File: src/rtl/branch_sieve.sv
module branch_sieve #(
  parameter int AW = 32,
  parameter logic [AW-1:0] KERNEL_BASE = 32'h8000_0000,
  parameter int MAX_RECS = 64,
  localparam int IW = $clog2(MAX_RECS + 1),
  localparam int TW = 18
) (
  input  logic          clk,
  input  logic          rst_n,
  input  logic [TW-1:0] filt_mask,
  input  logic          in_valid,
  input  logic          in_first,
  input  logic          in_last,
  input  logic [AW-1:0] in_src,
  input  logic [AW-1:0] in_dst,
  input  logic [7:0]    in_op0,
  input  logic [7:0]    in_op1,
  input  logic [7:0]    in_modrm,
  input  logic          in_imm_zero,
  input  logic          in_abort,
  input  logic          in_intx,
  output logic          out_valid,
  output logic [IW-1:0] out_idx,
  output logic [AW-1:0] out_src,
  output logic [AW-1:0] out_dst,
  output logic [TW-1:0] out_type,
  output logic          done,
  output logic [IW-1:0] count
);

  localparam logic [TW-1:0] T_USR   = TW'(1) << 0;
  localparam logic [TW-1:0] T_KRN   = TW'(1) << 1;
  localparam logic [TW-1:0] T_CALL  = TW'(1) << 2;
  localparam logic [TW-1:0] T_RET   = TW'(1) << 3;
  localparam logic [TW-1:0] T_SYSC  = TW'(1) << 4;
  localparam logic [TW-1:0] T_SYSR  = TW'(1) << 5;
  localparam logic [TW-1:0] T_SWI   = TW'(1) << 6;
  localparam logic [TW-1:0] T_IRET  = TW'(1) << 7;
  localparam logic [TW-1:0] T_COND  = TW'(1) << 8;
  localparam logic [TW-1:0] T_JMP   = TW'(1) << 9;
  localparam logic [TW-1:0] T_IRQ   = TW'(1) << 10;
  localparam logic [TW-1:0] T_ICALL = TW'(1) << 11;
  localparam logic [TW-1:0] T_ABORT = TW'(1) << 12;
  localparam logic [TW-1:0] T_INTX  = TW'(1) << 13;
  localparam logic [TW-1:0] T_NOTX  = TW'(1) << 14;
  localparam logic [TW-1:0] T_ZCALL = TW'(1) << 15;
  localparam logic [TW-1:0] T_IJMP  = TW'(1) << 17;
  localparam logic [TW-1:0] T_PLM   = T_USR | T_KRN;
  localparam logic [TW-1:0] T_CLASS = T_CALL | T_RET | T_SYSC | T_SYSR | T_SWI | T_IRET |
                                      T_COND | T_JMP | T_IRQ | T_ICALL | T_ABORT |
                                      T_ZCALL | T_IJMP;
  localparam logic [TW-1:0] T_ALL   = T_PLM | T_CLASS;

  logic          src_k, dst_k;
  logic [TW-1:0] cls, ty;
  logic          bypass, keep;
  logic [IW-1:0] wr_ptr, base;

  assign src_k = in_src >= KERNEL_BASE;
  assign dst_k = in_dst >= KERNEL_BASE;

  always_comb begin
    cls = '0;
    case (in_op0) inside
      8'h0F:
        case (in_op1) inside
          8'h05, 8'h34:   cls = T_SYSC;
          8'h07, 8'h35:   cls = T_SYSR;
          [8'h80:8'h8F]:  cls = T_COND;
          default:        cls = '0;
        endcase
      [8'h70:8'h7F], [8'hE0:8'hE3]: cls = T_COND;
      8'hC2, 8'hC3, 8'hCA, 8'hCB:   cls = T_RET;
      8'hCF:                        cls = T_IRET;
      [8'hCC:8'hCE]:                cls = T_SWI;
      8'hE8:                        cls = in_imm_zero ? T_ZCALL : T_CALL;
      8'h9A:                        cls = T_CALL;
      [8'hE9:8'hEB]:                cls = T_JMP;
      8'hFF:
        case (in_modrm[5:3])
          3'd2, 3'd3: cls = T_ICALL;
          3'd4, 3'd5: cls = T_IJMP;
          default:    cls = '0;
        endcase
      default: cls = '0;
    endcase
  end

  always_comb begin
    ty = '0;
    if (in_src != '0 && in_dst != '0) begin
      if (in_abort)
        ty = T_ABORT;
      else if (!src_k && dst_k && cls != T_SYSC && cls != T_SWI)
        ty = T_IRQ;
      else
        ty = cls;
      if (ty != '0) begin
        ty = ty | (dst_k ? T_KRN : T_USR);
        if (filt_mask[13] || filt_mask[14])
          ty = ty | (in_intx ? T_INTX : T_NOTX);
      end
    end
  end

  assign bypass = (filt_mask & T_ALL) == T_ALL;
  assign keep   = bypass || (ty != '0 && (filt_mask & ty) == ty);
  assign base   = in_first ? '0 : wr_ptr;

  always_ff @(posedge clk or negedge rst_n) begin
    if (!rst_n) begin
      out_valid <= 1'b0;
      done      <= 1'b0;
      out_idx   <= '0;
      out_src   <= '0;
      out_dst   <= '0;
      out_type  <= '0;
      wr_ptr    <= '0;
      count     <= '0;
    end else begin
      out_valid <= in_valid && keep;
      done      <= in_valid && in_last;
      if (in_valid) begin
        out_idx  <= base;
        out_src  <= in_src;
        out_dst  <= in_dst;
        out_type <= ty;
        wr_ptr   <= base + IW'(keep);
        if (in_last)
          count <= base + IW'(keep);
      end
    end
  end

  // a surviving record is covered by the request or the request is full
  assert_kept_subset_R9: assert property (@(posedge clk) disable iff (!rst_n)
    out_valid |-> ((($past(filt_mask) & out_type) == out_type && out_type != '0) ||
                   (($past(filt_mask) & T_ALL) == T_ALL)));

  // a type-none record only survives under the full request
  assert_none_bypass_R10: assert property (@(posedge clk) disable iff (!rst_n)
    (out_valid && out_type == '0) |-> (($past(filt_mask) & T_ALL) == T_ALL));

  // at most one class bit in any type word
  assert_one_class_R5: assert property (@(posedge clk) disable iff (!rst_n)
    $onehot0(out_type & T_CLASS));

  // a non-none type has exactly one privilege bit
  assert_one_priv_R7: assert property (@(posedge clk) disable iff (!rst_n)
    (out_type != '0) |-> ($countones(out_type & T_PLM) == 1));

  // done follows a closing record
  assert_done_follows_last_R12: assert property (@(posedge clk) disable iff (!rst_n)
    done |-> $past(in_valid && in_last));

  // a kept record in the middle of a list advances by one from the previous kept record
  assert_dense_idx_R11: assert property (@(posedge clk) disable iff (!rst_n)
    (in_valid && !in_first && keep) |=> (out_idx == $past(wr_ptr)));

endmodule

File: config.mk
export PLATFORM = sky130hd
export DESIGN_NAME = branch_sieve
export DESIGN_NICKNAME = d
export VERILOG_FILES = /design/src/rtl/branch_sieve.sv
export SDC_FILE = /design/constraint.sdc
export NUM_CORES = 1
export LEC_CHECK = 0
export ABC_AREA = 1
export ABC_CLOCK_PERIOD_IN_PS = 2150
export CORE_MARGIN = 5
export CORE_UTILIZATION = 50
export DETAILED_ROUTE_END_ITERATION = 8
export DONT_BUFFER_PORTS = 1
export PLACE_DENSITY = 0.72
export SYNTH_ARGS = -nofsm -noshare
export SYNTH_HDL_FRONTEND = slang
export SYNTH_SLANG_ARGS = --single-unit
File: constraint.sdc
create_clock -name clk -period 2.15 [get_ports clk]
set_clock_uncertainty 0.15 [all_clocks]
set_input_delay 0.215 -clock clk [delete_from_list [all_inputs] [get_ports clk]]
set_output_delay 0.215 -clock clk [all_outputs]
set_load 0.02 [all_outputs]
==> metrics.cfg <==
[clocking]
cts_hold_buffers=122
root_buffer=clkbuf_8
clock_latency_ps=360
cts.sinks=104
cts_buffers=9
cts_tree=yes
cts_max_path_buffers=2
h-tree-depth=3
clkTransAtPathRegs_ps=90

[place]
numPortBuffers=0
placedCellCount=839
dp_hpwl_mm=10.09
place.gp.congestion=0.8846

[sta]
whs_ps=-609.6
grt_setup_unrepaired=yes
fin_setup_tns_ps=-1065
hold_viol=108
finalCritPeriodShare_pct=109.0
period_minus_slack_ps=2344
setup_viol=10
fmax_ghz=0.4266
drv_slew=0
setup_ws_ps=-194.4

[synthesis]
ys_seq_area_share_pct=50.57
synth_seq_cells=104
syn_nets=805
postSynthAreaPerCell_um2=7.469
yosys_warnings=0
yosysTopAreaCellShare_pct=50.57
ys_types=31
synth_cells=689
synth.area.top_cells=dfrtp_1 51%, nand2_1 20%, nor2_1 5.8%
yosysTopAreaCell=dfrtp_1
synth_area_mm2=0.005146

[floorplan]
die-width_um=111.5
num_rows=37
ios=212
start_util_pct=50.53
dieArea_mm2=0.01242
placeableCoreArea_mm2=0.01018
fp.dieH_um=111.5

[routing]
ant_nets=0
vias=5188
detail_route.first_pass.iterations=4
routed_wl_mm=16.87
viasPerCell=5.251
first_iter_violations=430
wl_per_cell_um=17.07
drc=0

[critical_path]
crit_required_ps=2290
crit_fanout=5
critPathSlowestCell=xor2_1
cp-end-kind=register
start_kind=primary input
cp_cell_sequence=inv_2 > nand2_2 > nor2_4 > nand2_1 > nor2_1 > nand2_2 > nand2_8 > buf_6 > nor2_1 > nand2_1 > nand2_1 > inv_1 > nand4_1 > nor2_1 > nand2_1 > nand2_2 > ha_4 > ha_4 > inv_4 > nor3_4 > nand3_1 > xor2_1 > nand2_1 > o21ai_1
cp.arrival_ps=2490
critPathKind=in2reg
critPathMostFrequentCell=nand2_1
critPathMaxStageDelay_ps=210

[run_status]
status=complete, but fails checks
violations=negative hold slack, negative setup slack

[min_path]
min_path_type=in2async

[power_and_ir_drop]
ir_drop_uv=366.6
p_per_area_mw_per_mm2=576.1
power.leakage_nw=3.686
power.total_mw=4.341

[global_route]
grt_overflow=0
grt_pass1_wl_mm=26.23
grt_use_total_pct=26.08
grt_max_degree=105
grt_pass1_vias=5275
antenna_found_initial=0

[finish]
drive_above_1_share_pct=22.07
fillCellCount=693
syn_to_final_growth_pct=46.44
fin_nets=963
insertedDiodeCount=0
stdcell_count=988

[job]
max-cap-violations=0

## final cells by class
| class | count | area, µm² | area share [%] |
|---|---|---|---|
| Clock buffer | 13 | 178.9 | 2.374 |
| Clock inverter | 3 | 46.29 | 0.6143 |
| Inverter | 81 | 435.4 | 5.778 |
| Multi-Input combinational cell | 480 | 2494 | 33.09 |
| Sequential cell | 104 | 2603 | 34.53 |
| Tap cell | 136 | 170.2 | 2.258 |
| Timing Repair Buffer | 171 | 1609 | 21.35 |
## cell usage in the layout, fill, tap and decap left out, types with 3 or more instances in the layout
cell,count
nand2_2,20
dfrtp_1,104
o21ai_0,33
o21ai_1,9
nor3_1,3
inv_2,9
xor2_2,3
nand3b_1,3
nand2_4,11
nor2_1,50
buf_4,46
dlygate4sd3_1,122
nor2_2,17
inv_4,13
nand3_1,20
nand3_2,6
nand4_1,10
nand2_1,252
inv_8,4
inv_1,46
a21oi_1,4
clkbuf_8,13
nor2_4,17
inv_6,5
inv_12,3
mux2_2,3
## registers in the layout, indices dropped and copies added (netlist names)
name	flops
out_dst	32
out_src	32
out_type	17
count	7
out_idx	7
wr_ptr	7
done	1
out_valid	1
## final timing paths
kind	from	to	slack, ps	depth (start not counted)
min in group clk	in_valid	wr_ptr[6]	-150	1
worst max-delay path	in_src[1]	wr_ptr[6]	-190	24
worst min-delay path	rst_n	wr_ptr[2]	-610	0
worst min register to register	wr_ptr[4]	wr_ptr[4]	380	2
worst max register to register	wr_ptr[0]	wr_ptr[6]	380	10
max in group asynchronous	rst_n	out_src[27]	2330	0
## power breakdown
group / leakage (nW) / internal [mW] / switching (mW)
Sequential: 1.32 / 2.09 / 0.289
Clock: 0.118 / 0.673 / 0.674
Combinational: 2.25 / 0.325 / 0.288
## worst max-delay path: cells and delay by family
kind	cells	cell delay, ps
and+or+nand+nor	16	1490
adders and majority gates	2	280
buffers and inverters	4	250
xor gates and xnor gates	1	210
AOI/OAI and AO/OA	1	60
## metal layers
| metal | vias to the layer above | share of wire (%) | GRT usage [%] |
|---|---|---|---|
| li1 | 2411 | - | - |
| met1 | 2491 | 35 | 28.66 |
| met2 | 225 | 51 | 45.56 |
| met3 | 61 | 9.2 | 9.457 |
| met4 | 0 | 4.2 | 11.03 |
| met5 | - | 0 | 0 |
## Yosys cell counts, drive strengths merged
cell type	count
nand2	284
dfrtp	104
nor2	84
inv	81
o21ai	42
nand3	28
clkbuf	19
nand4	10
a21oi	6
buf	6
nor3	6
xor2	5
mux2	3
nand3b	3
ha	2
nor4	2
a211oi	1
and2	1
conb	1
o31ai	1
## timing repair
action | CTS | global route
pin swaps | 21 | 28
gates cloned | 1 | 0
setup buffers | 4 | 6
endpoints found under the hold margin | 191 | 108
setup endpoints to repair | 12 | 13
gates resized for setup | 54 | 83
## cell families after synthesis
logic type,synth area share [%]
compound gates,5.106
xor+xnor,0.8509
fa+ha+maj,0.4862
buf+inv,8.509
flops,50.57
mux,0.6564
other cells,0.07287
simple gates,33.75
## per-stage QoR
step	setup WS [ps]	area (µm²)	hold WS (ps)	util (%)
floorplan	-356.8	5271	-230.6	-
global placement	-788.4	5614	-228.2	55.12
detailed placement	-923.4	5614	-228.4	55.12
CTS	-152.5	7236	-635.1	71.04
global route	-403.0	7536	-649.8	73.99
finish	-194.4	7536	-609.6	73.99
(Power assumes the default switching activity.)
